## config.mk

```make
export PLATFORM = sky130hd
export DESIGN_NAME = bus_cycle_seq
export DESIGN_NICKNAME = d
export VERILOG_FILES = /design/src/rtl/bcs_pkg.sv /design/src/rtl/bcs_watchdog.sv /design/src/rtl/bcs_rsp.sv /design/src/rtl/bcs_status.sv /design/src/rtl/bus_cycle_seq.sv
export SDC_FILE = /design/constraint.sdc
export NUM_CORES = 1
export LEC_CHECK = 0
export ABC_CLOCK_PERIOD_IN_PS = 1900
export BUFFER_PORTS_ARGS = -buffer_cell sky130_fd_sc_hd__buf_2
export CELL_PAD_IN_SITES_DETAIL_PLACEMENT = 1
export CELL_PAD_IN_SITES_GLOBAL_PLACEMENT = 2
export CORE_MARGIN = 1.5
export CORE_UTILIZATION = 25
export DETAILED_ROUTE_END_ITERATION = 7
export PLACE_DENSITY_LB_ADDON = 0.1
export SETUP_SLACK_MARGIN = 0.1
export SLEW_MARGIN = 20
export SYNTH_ARGS = -nofsm -noshare
export SYNTH_HDL_FRONTEND = slang
export SYNTH_SLANG_ARGS = --single-unit
```

## constraint.sdc

```tcl
create_clock -name clk -period 1.9 [get_ports clk]
set_input_delay 0.38 -clock clk [delete_from_list [all_inputs] [get_ports clk]]
set_output_delay 0.38 -clock clk [all_outputs]
set_load 0.02 [all_outputs]
```

## src/rtl/bcs_pkg.sv

```systemverilog
package bcs_pkg;
  typedef enum logic [1:0] {
    K_RD   = 2'd0,
    K_WR   = 2'd1,
    K_LOCK = 2'd2,
    K_INTA = 2'd3
  } kind_t;

  typedef enum logic [1:0] {
    S_IDLE = 2'd0,
    S_ADDR = 2'd1,
    S_DATA = 2'd2,
    S_RESP = 2'd3
  } phase_t;

  localparam int STAT_W = 4;
endpackage

```

## src/rtl/bcs_watchdog.sv

```systemverilog
module bcs_watchdog #(
  parameter int TMO = 255
) (
  input  logic clk,
  input  logic rst_n,
  input  logic run,
  input  logic rdy,
  output logic expire
);
  localparam int CW = $clog2(TMO + 1);
  localparam logic [CW-1:0] LAST = CW'(TMO - 1);

  logic [CW-1:0] cnt;

  always_ff @(posedge clk) begin
    if (!rst_n || !run || rdy || expire) cnt <= '0;
    else                                 cnt <= cnt + 1'b1;
  end

  assign expire = run && !rdy && (cnt == LAST);


  wdog_bound_chk: assert property (@(posedge clk) disable iff (!rst_n)
    cnt <= LAST);
endmodule

```

## src/rtl/bcs_rsp.sv

```systemverilog
module bcs_rsp #(
  parameter int DW = 32
) (
  input  logic          clk,
  input  logic          rst_n,
  input  logic          clr,
  input  logic          cap_en,
  input  logic [DW-1:0] cap_val,
  input  logic          fin,
  input  logic          fin_tmo,
  input  logic          rsp_ready,
  output logic          rsp_valid,
  output logic [DW-1:0] rsp_data,
  output logic          rsp_tmo
);
  logic [DW-1:0] held;

  always_ff @(posedge clk) begin
    if (!rst_n) begin
      held      <= '0;
      rsp_valid <= 1'b0;
      rsp_data  <= '0;
      rsp_tmo   <= 1'b0;
    end else begin
      if (clr)         held <= '0;
      else if (cap_en) held <= cap_val;
      if (fin) begin
        rsp_valid <= 1'b1;
        rsp_tmo   <= fin_tmo;
        rsp_data  <= fin_tmo ? '0 : (cap_en ? cap_val : held);
      end else if (rsp_valid && rsp_ready) begin
        rsp_valid <= 1'b0;
      end
    end
  end


  rsp_hold_chk: assert property (@(posedge clk) disable iff (!rst_n)
    (rsp_valid && !rsp_ready) |=> (rsp_valid && $stable(rsp_data) && $stable(rsp_tmo)));
endmodule

```

## src/rtl/bcs_status.sv

```systemverilog
module bcs_status (
  input  logic       clk,
  input  logic       rst_n,
  input  logic       busy,
  input  logic       lock_held,
  input  logic       tmo_set,
  input  logic       tmo_clr,
  input  logic       bus_rdy_n,
  output logic [3:0] status
);
  logic rdy_seen;
  logic tmo_flag;

  always_ff @(posedge clk) begin
    if (!rst_n) begin
      rdy_seen <= 1'b0;
      tmo_flag <= 1'b0;
    end else begin
      rdy_seen <= !bus_rdy_n;
      if (tmo_set)      tmo_flag <= 1'b1;
      else if (tmo_clr) tmo_flag <= 1'b0;
    end
  end

  assign status = {tmo_flag, lock_held, busy, rdy_seen};


  tmo_sticky_chk: assert property (@(posedge clk) disable iff (!rst_n)
    (tmo_flag && !tmo_clr) |=> tmo_flag);
endmodule

```

## src/rtl/bus_cycle_seq.sv

```systemverilog
module bus_cycle_seq
  import bcs_pkg::*;
#(
  parameter int AW  = 32,
  parameter int DW  = 32,
  parameter int TMO = 255
) (
  input  logic          clk,
  input  logic          rst_n,
  input  logic          cmd_valid,
  output logic          cmd_ready,
  input  logic [1:0]    cmd_kind,
  input  logic [AW-1:0] cmd_addr,
  input  logic [DW-1:0] cmd_wdata,
  output logic          rsp_valid,
  input  logic          rsp_ready,
  output logic [DW-1:0] rsp_data,
  output logic          rsp_tmo,
  output logic [3:0]    status,
  output logic          bus_strb_n,
  output logic [AW-1:0] bus_addr,
  output logic          bus_write,
  output logic          bus_mem,
  output logic          bus_lock_n,
  output logic [DW-1:0] bus_dout,
  output logic          bus_doe,
  input  logic [DW-1:0] bus_din,
  input  logic          bus_rdy_n
);
  localparam int VW = 8;

  phase_t        state;
  kind_t         kind_q;
  logic [AW-1:0] addr_q;
  logic [DW-1:0] wdata_q;
  logic          step_q;
  logic          lock_q;

  logic cmd_fire, rdy, in_data, last_xfer, done_ok, expire, fin;
  logic cap_en, cur_write;
  logic [DW-1:0] cap_val;

  assign cmd_ready = (state == S_IDLE);
  assign cmd_fire  = cmd_valid && cmd_ready;
  assign rdy       = !bus_rdy_n;
  assign in_data   = (state == S_DATA);
  assign last_xfer = (kind_q == K_RD) || (kind_q == K_WR) || step_q;
  assign done_ok   = in_data && rdy && last_xfer;
  assign fin       = done_ok || expire;
  assign cur_write = (kind_q == K_WR) || ((kind_q == K_LOCK) && step_q);

  always_ff @(posedge clk) begin
    if (!rst_n) begin
      state   <= S_IDLE;
      kind_q  <= K_RD;
      addr_q  <= '0;
      wdata_q <= '0;
      step_q  <= 1'b0;
      lock_q  <= 1'b0;
    end else begin
      unique case (state)
        S_IDLE: if (cmd_fire) begin
          state   <= S_ADDR;
          kind_q  <= kind_t'(cmd_kind);
          addr_q  <= cmd_addr;
          wdata_q <= cmd_wdata;
          step_q  <= 1'b0;
          lock_q  <= (kind_t'(cmd_kind) == K_LOCK);
        end
        S_ADDR: state <= S_DATA;
        S_DATA: begin
          if (fin) begin
            state  <= S_RESP;
            lock_q <= 1'b0;
          end else if (rdy) begin
            state  <= S_ADDR;
            step_q <= 1'b1;
          end
        end
        S_RESP: if (rsp_valid && rsp_ready) state <= S_IDLE;
        default: state <= S_IDLE;
      endcase
    end
  end

  always_comb begin
    cap_en  = in_data && rdy &&
              ((kind_q == K_RD) ||
               ((kind_q == K_LOCK) && !step_q) ||
               ((kind_q == K_INTA) && step_q));
    cap_val = (kind_q == K_INTA) ? {{(DW-VW){1'b0}}, bus_din[VW-1:0]} : bus_din;
  end

  assign bus_strb_n = !(state == S_ADDR);
  assign bus_addr   = addr_q;
  assign bus_write  = cur_write && ((state == S_ADDR) || in_data);
  assign bus_mem    = (kind_q != K_INTA);
  assign bus_lock_n = !lock_q;
  assign bus_doe    = bus_write;
  assign bus_dout   = wdata_q;

  bcs_watchdog #(.TMO(TMO)) i_wdog (
    .clk    (clk),
    .rst_n  (rst_n),
    .run    (in_data),
    .rdy    (rdy),
    .expire (expire)
  );

  bcs_rsp #(.DW(DW)) i_rsp (
    .clk       (clk),
    .rst_n     (rst_n),
    .clr       (cmd_fire),
    .cap_en    (cap_en),
    .cap_val   (cap_val),
    .fin       (fin),
    .fin_tmo   (expire),
    .rsp_ready (rsp_ready),
    .rsp_valid (rsp_valid),
    .rsp_data  (rsp_data),
    .rsp_tmo   (rsp_tmo)
  );

  bcs_status i_stat (
    .clk       (clk),
    .rst_n     (rst_n),
    .busy      ((state == S_ADDR) || in_data),
    .lock_held (lock_q),
    .tmo_set   (expire),
    .tmo_clr   (cmd_fire),
    .bus_rdy_n (bus_rdy_n),
    .status    (status)
  );


  strb_one_clk_chk: assert property (@(posedge clk) disable iff (!rst_n)
    !bus_strb_n |=> bus_strb_n);


  strb_after_accept_chk: assert property (@(posedge clk) disable iff (!rst_n)
    cmd_fire |=> !bus_strb_n);


  lock_span_chk: assert property (@(posedge clk) disable iff (!rst_n)
    (in_data && kind_q == K_LOCK && !step_q && rdy && !expire) |=> !bus_lock_n);


  no_accept_busy_chk: assert property (@(posedge clk) disable iff (!rst_n)
    (!bus_strb_n || rsp_valid) |-> !cmd_ready);
endmodule

```

Word level (Yosys, flattened, before mapping)
Cells that the tools add are included.
Storage, ports and cells
  input bits: 103
  output and inout port bits: 108
  register bits: 146
Cells by class
  bitwise logic cells: 1
  reduce and logical (&&, ||, !) cells: 37
  mux-type cells: 18
  add/subtract/negate cells: 1
  equal/unequal tests: 15
Operators with widths (number)
  32-bit two-way mux: 3
  1-bit logical AND: 11
  2-bit equality test, second input constant: 5
  1-bit logical OR: 10
  2-bit inequality test, second input constant: 5
  8-bit by 1-bit adder with 8-bit output, second input constant: 1
  8-bit equality test, second input constant: 1
  1-bit two-way mux: 8
  2-bit two-way mux: 4
  2-bit one-hot mux with 4 select lines: 1
  1-bit zero test: 6
  3-bit AND reduction: 2
  2-bit nonzero test: 3
  2-bit by 1-bit equality test with 1-bit output, second input constant: 2
  2-bit zero test: 2
  1-bit one-hot mux with 2 select lines: 2
  4-bit AND reduction: 1
  3-bit inequality test, second input constant: 1
  2-bit by 1-bit inequality test with 1-bit output, second input constant: 1
  2-bit AND reduction: 1
  2-bit OR reduction: 1
  1-bit NOT: 1

Logic depth before layout (Yosys ltp)
  word-level depth: 7
  mapped depth: 7

Modules after synthesis
From an unflattened synthesis, not the netlist that was laid out.
Unflattened totals
  cell total of the unflattened synthesis: 596
  area total of the unflattened synthesis: 5681.7 um2
By module, submodules not included
  bus_cycle_seq: times used 1, area an instance 2955.3 um2, sequential area each 1401.3 um2, cells an instance 359
  bcs_rsp: times used 1, area an instance 2235.9 um2, sequential area each 1321.3 um2, cells an instance 183
  bcs_watchdog: times used 1, area an instance 392.9 um2, sequential area each 160.2 um2, cells an instance 45
  bcs_status: times used 1, area an instance 97.6 um2, sequential area each 40.0 um2, cells an instance 9

Worst setup path after synthesis
OpenSTA, ideal clock, no wires.
  path kind: flip-flop to flip-flop
  start: reg state[0]
  end: reg i_rsp.rsp_data[10]
  data arrival time: 1.573 ns
  clock period less this slack: 1.696 ns
  path slack: 0.204 ns
  stages on the path, launching flop included: 8
  library setup time: 0.123 ns
  path through: dfxtp_1 -> inv_1 -> ha_1 -> nand2_1 -> nor4_4 -> nor3b_2 -> buf_2 -> o2bb2ai_1
Between the ends
  cells in the longest elaborated chain, start to end: 5
  elaborated cells between the ends (all ways): 9
  those cells by class: 1 x eq/ne; 2 x mux; 6 x reduce/logical
RTL lines
  start: declaration: RTL line bus_cycle_seq.sv:32  | phase_t state;
  start signal: assignment: RTL line bus_cycle_seq.sv:54  | state <= S_IDLE;
  start signal: assignment: RTL line bus_cycle_seq.sv:63  | state <= S_ADDR;
  start signal: assignment: RTL line bus_cycle_seq.sv:70  | S_ADDR: state <= S_DATA;
  2-bit equality test *: RTL line bus_cycle_seq.sv:46  | assign in_data = (state == S_DATA);
  net i_wdog.run: RTL line bcs_watchdog.sv:6  | input logic run,
  1-bit logical AND: RTL line bus_cycle_seq.sv:48, bus_cycle_seq.sv:87
  1-bit logical AND: RTL line bus_cycle_seq.sv:87  | cap_en = in_data && rdy &&
  32-bit two-way mux (2 in a row): RTL line bcs_rsp.sv:30  | rsp_data <= fin_tmo ? '0 : (cap_en ? cap_val : held);
  end signal: assignment: RTL line bcs_rsp.sv:30
  end: declaration: RTL line bcs_rsp.sv:13  | output logic [DW-1:0] rsp_data,
The timed path passes the listed nets; every way through them passes the cells marked *.
A chain may end at the register's enable or synchronous reset.

Final worst setup path
  start: reg kind_q[0]
  end: out bus_doe
Between the ends
  cells in the longest elaborated chain, start to end: 4
  elaborated cells between the ends (all ways): 5
  those cells by class: 2 x eq/ne; 3 x reduce/logical
RTL lines
  start: declaration: RTL line bus_cycle_seq.sv:33  | kind_t kind_q;
  start signal: assignment: RTL line bus_cycle_seq.sv:64  | kind_q <= kind_t'(cmd_kind);
  2-bit equality test: RTL line bus_cycle_seq.sv:50  | assign cur_write = (kind_q == K_WR) || ((kind_q == K_LOCK) && step_q);
  1-bit logical AND: RTL line bus_cycle_seq.sv:50
  1-bit logical OR *: RTL line bus_cycle_seq.sv:50
  1-bit logical AND *: RTL line bus_cycle_seq.sv:96  | assign bus_write = cur_write && ((state == S_ADDR) || in_data);
  end: declaration: RTL line bus_cycle_seq.sv:26  | output logic bus_doe,
Mark *: on every way between the ends. The rest lies on a longest branch, timed or not.

==> results <==
- In this run the most used layer during global routing was met2.
- The die outline width is 156 um.
- A synthesized cell averages 9.54 um^2.
- The delay contributed by the slowest stage of the critical path is 0.38 ns.
- The class of the most critical hold timing path is primary input to flip-flop.
- The worst endpoint required time is 1.52 ns.
- The share of the synthesized area in the top cell type is 50.1%.
- CTS built an H-tree with a depth of 4.
- After clock tree synthesis, the clock-pin slew on the worst setup and hold paths is 0.06 ns.
- The capture point of the worst reg-to-reg path is i_rsp.held[5].
- The number of nets at the end of the flow is 936.
- The number of nets with antenna violations after detailed routing is 0.
- The effective utilization at floorplan is 25.6%.
- The number of cells in the finished layout apart from fillers is 1,153.
- The clock buffer count from CTS is 17.
- After synthesis the cells add up to 5840 um^2.
- Counting tap cells, the placed design contains a total of 1,108 instances.
- The synthesized netlist contains 41 unique library cells.
- The via total after detailed routing is 4,978.
- Setup slack on the critical path of the routed design comes to 0.159 ns.
- Row generation in the floorplan step produced 55 rows.
- After detailed routing, the number of remaining DRC violations is 0.
- In this run the count of I/O pins placed on the die edge is 211.
- Derived from the worst setup path, the maximum achievable clock frequency is 0.574 GHz.
- The synthesis warning total is 0.
- Clock tree synthesis selected as its root buffer the cell sky130_fd_sc_hd__clkbuf_16.
- The worst setup path is captured at an output pin.
- The die footprint is 24,300 um^2.
- The clock reaches the later pin of the worst-skew pair after 0.42 ns.
- The remaining global-route overflow is 0.
- The number of hold violations in the final report is 0.
- STA classifies the critical path startpoint as a flip-flop.
- The first global-routing pass estimated 27.7 mm of wire.
- Buffers placed on the I/O ports in this run total 210.
- The depth of the most critical reg-to-reg path is 8.
- The total power density per cell area is 1110 nW/um^2.
- The register area share after synthesis is 50.1%.
- At the pin with the least slew margin, the transition time is 0.427 ns.
- The routed length per placed instance is 15.0 um.
- Setup repair after global routing could not meet its margin everywhere.
- The first detailed-routing pass ran for 4 iterations.
- The met3 routing resource usage after global routing is 6.81%.
- Traced cell by cell, the critical path runs through and3b_2 > o21a_4 > buf_6.
- Setup violations remaining at the end of the flow were counted as 0.
- The core region area is 22,800 um^2.
- By area the synthesized netlist is led by sky130_fd_sc_hd__dfxtp_1 50%, sky130_fd_sc_hd__mux2i_1 9.8%, sky130_fd_sc_hd__nand2_1 9.2%, sky130_fd_sc_hd__a21boi_0 8.5%, sky130_fd_sc_hd__o2bb2ai_1 3.9%.
- The destination of the critical timing path is bus_doe.
- The via count of the first global-routing pass is 5,185.
- The post-route setup TNS is 0 ns.
- The share of post-route cells with drive strength above 1 is 35.9%.
- Synthesis inferred 146 register bits.
- The layout overhead on the synthesized area is 39.2%.
- The startpoint of the worst setup timing path is kind_q[0].
- The detailed router's first-iteration violation count is 99.
- The relative slew slack is 71.5%.
- The start-to-end type of the worst setup path is flip-flop to output pin.
- The gate count of the mapped netlist is 612.
- The peak supply drop is 0.486 mV.
- TritonCTS built the clock tree.
- The HPWL after detailed placement is 12.2 mm.
- The total count of max-transition violations in the final report is 0.
- The minimum clock period after layout is 1.74 ns.
- The number of buffers on the longest clock path is 2.
- The setup skew after layout is 0.0117 ns.
- The library cell with the largest summed area after synthesis is sky130_fd_sc_hd__dfxtp_1.
- The global routing met2 resource utilization is 24.3%.
- For this design, the slowest cell found on the critical path is sky130_fd_sc_hd__dfxtp_4.
- In this run the critical register-to-register path is launched from state[0].
- The critical-path maximum fanout is 5.
- Summed over all layers, the routed wires come to 17.3 mm.
- The number of nets produced by synthesis is 722.
- The overall track demand over capacity in global routing is 14.6%.
- Global routing used 16.9% of the available met1 tracks.
- The register-to-register setup slack is 0.19 ns.
- Dividing the final minimum period by the clock period gives 91.6%.
- Data arrives at the worst endpoint at 1.36 ns.
- The flow ran to the end, and the final reports show no timing, DRC or antenna violations.
- The placer congestion estimate is 0.724.
- The clock drives 146 sinks.
- The number of maximum-capacitance constraint violations is 0.
- The largest net degree at the start of global routing is 67.
- Total power for the finished layout comes to 9040 uW.
- From bottom edge to top edge, the die measures 156 um.
- The leakage power summed over all cells is 0.00357 uW.
- The initial antenna violation count came to 2.
- Buffers inserted to repair hold after CTS numbered 0.
- The via-per-instance ratio is 4.32.
- The worst slack at placement is 0.0724 ns.
[cell families after synthesis]
group / after synthesis / synth area share, %
and+or+nand+nor: 234 / 17.8
DFF: 146 / 50.1
buffers and inverters: 49 / 4.24
muxes: 57 / 9.77
AOI/OAI and AO/OA: 113 / 15.7
xor gates and xnor gates: 6 / 0.900
adders and majority gates: 7 / 1.50
[cells in the final DEF, fill, tap and decap left out, types with 4 or more instances in the layout]
master / synthesis / final
sky130_fd_sc_hd__inv_1: 6 / 4
sky130_fd_sc_hd__nor2_1: 42 / 41
sky130_fd_sc_hd__nand3_1: 4 / 4
sky130_fd_sc_hd__o2bb2ai_1: 26 / 26
sky130_fd_sc_hd__o2bb2ai_2: 6 / 6
sky130_fd_sc_hd__inv_6: 0 / 4
sky130_fd_sc_hd__buf_2: 6 / 208
sky130_fd_sc_hd__buf_12: 0 / 11
sky130_fd_sc_hd__ha_1: 7 / 5
sky130_fd_sc_hd__dfxtp_1: 146 / 142
sky130_fd_sc_hd__and2_1: 25 / 24
sky130_fd_sc_hd__clkbuf_16: 0 / 18
sky130_fd_sc_hd__mux2i_1: 57 / 51
sky130_fd_sc_hd__nand2_1: 143 / 141
sky130_fd_sc_hd__buf_4: 5 / 16
sky130_fd_sc_hd__mux2i_2: 0 / 6
sky130_fd_sc_hd__a21boi_0: 66 / 66
sky130_fd_sc_hd__nor2b_1: 7 / 7
[where the power goes]
group	switching (uW)	total [uW]	internal [uW]
Clock	1410	3500	2090
Combinational	1250	2060	809
Sequential	148	3480	3330
Total	2810	9040	6230
[what timing repair did]
action | in CTS | in global routing
pin swaps | 0 | 3
endpoints found under the setup margin | 32 | 44
hold endpoints to repair | 0 | 0
gates cloned | 0 | 1
buffers inserted | 3 | 8
gates resized for setup | 15 | 12
[how the worst min path moves through the flow]
stage / startpoint / to / cells past startpoint
global placement: i_rsp.rsp_data[19] / i_rsp.rsp_data[19] / 1
detailed placement: i_rsp.rsp_data[27] / i_rsp.rsp_data[27] / 1
finish: bus_rdy_n / i_stat.rdy_seen / 2
global route: bus_rdy_n / i_stat.rdy_seen / 2
CTS: bus_rdy_n / i_stat.rdy_seen / 2
floorplan: i_wdog.cnt[0] / i_wdog.cnt[0] / 1
[per-layer routing]
layer | vias up | share of wire, % | wire (um)
li1 | 2476 | - | -
met1 | 2344 | 44 | 7560
met2 | 136 | 47 | 8130
met3 | 18 | 8.5 | 1470
met4 | 4 | 0.89 | 154
met5 | - | 0.18 | 31
[final cells by class]
cell class,count,area [um^2]
fillers,2635,14700
flip-flops and latches,146,2930
multi-input cells,417,2740
repair buffers,238,1430
clock buffers,19,433
well taps,313,392
clock inverters,13,174
inverters,6,27.5
diodes,1,2.50
[sequential cells by signal, summed over array words and instances (netlist names)]
signal           flops
i_stat.tmo_flag      1
i_rsp.rsp_valid      1
kind_q               2
step_q               1
bus_addr            32
i_wdog.cnt           8
bus_dout            32
i_rsp.held          32
i_stat.rdy_seen      1
state                2
i_rsp.rsp_data      32
i_rsp.rsp_tmo        1
lock_q               1
[cells in the mapped netlist (all sizes together)]
master	instances
a21bo	1
a21boi	68
a21oi	3
a31oi	1
a41oi	1
and2	25
and3b	1
and4	1
buf	20
clkbuf	23
dfxtp	146
ha	7
inv	6
mux2i	57
nand2	143
nand2b	2
nand3	4
nor2	43
nor2b	7
nor3	2
nor3b	2
nor4	1
o21a	1
o21ai	3
o2bb2ai	32
o311a	1
o31a	1
o31ai	1
or2	1
or4	1
or4bb	1
xnor2	3
xor2	3
[stage by stage]
| stage | instance area, um^2 | hold slack (ns) | util [%] |
|---|---|---|---|
| 3_3_place_gp | 7300 | 0.444 | 32.1 |
| 3_5_place_dp | 7300 | 0.451 | 32.1 |
| 4_1_cts | 7970 | 0.161 | 35.0 |
| 5_1_grt | 8120 | 0.170 | 35.7 |
| 2_1_floorplan | 5840 | 0.441 | - |
| 6_report | 8130 | 0.177 | 35.7 |
[critical path, delay by kind of cell (launching register included)]
kind / cells / cell delay (ns)
flip-flops: 1 / 0.38
buffers and inverters: 1 / 0.13
AO/OA/AOI/OAI: 1 / 0.21
AND/OR/NAND/NOR: 1 / 0.22
Power figures use the tool's default switching activity.
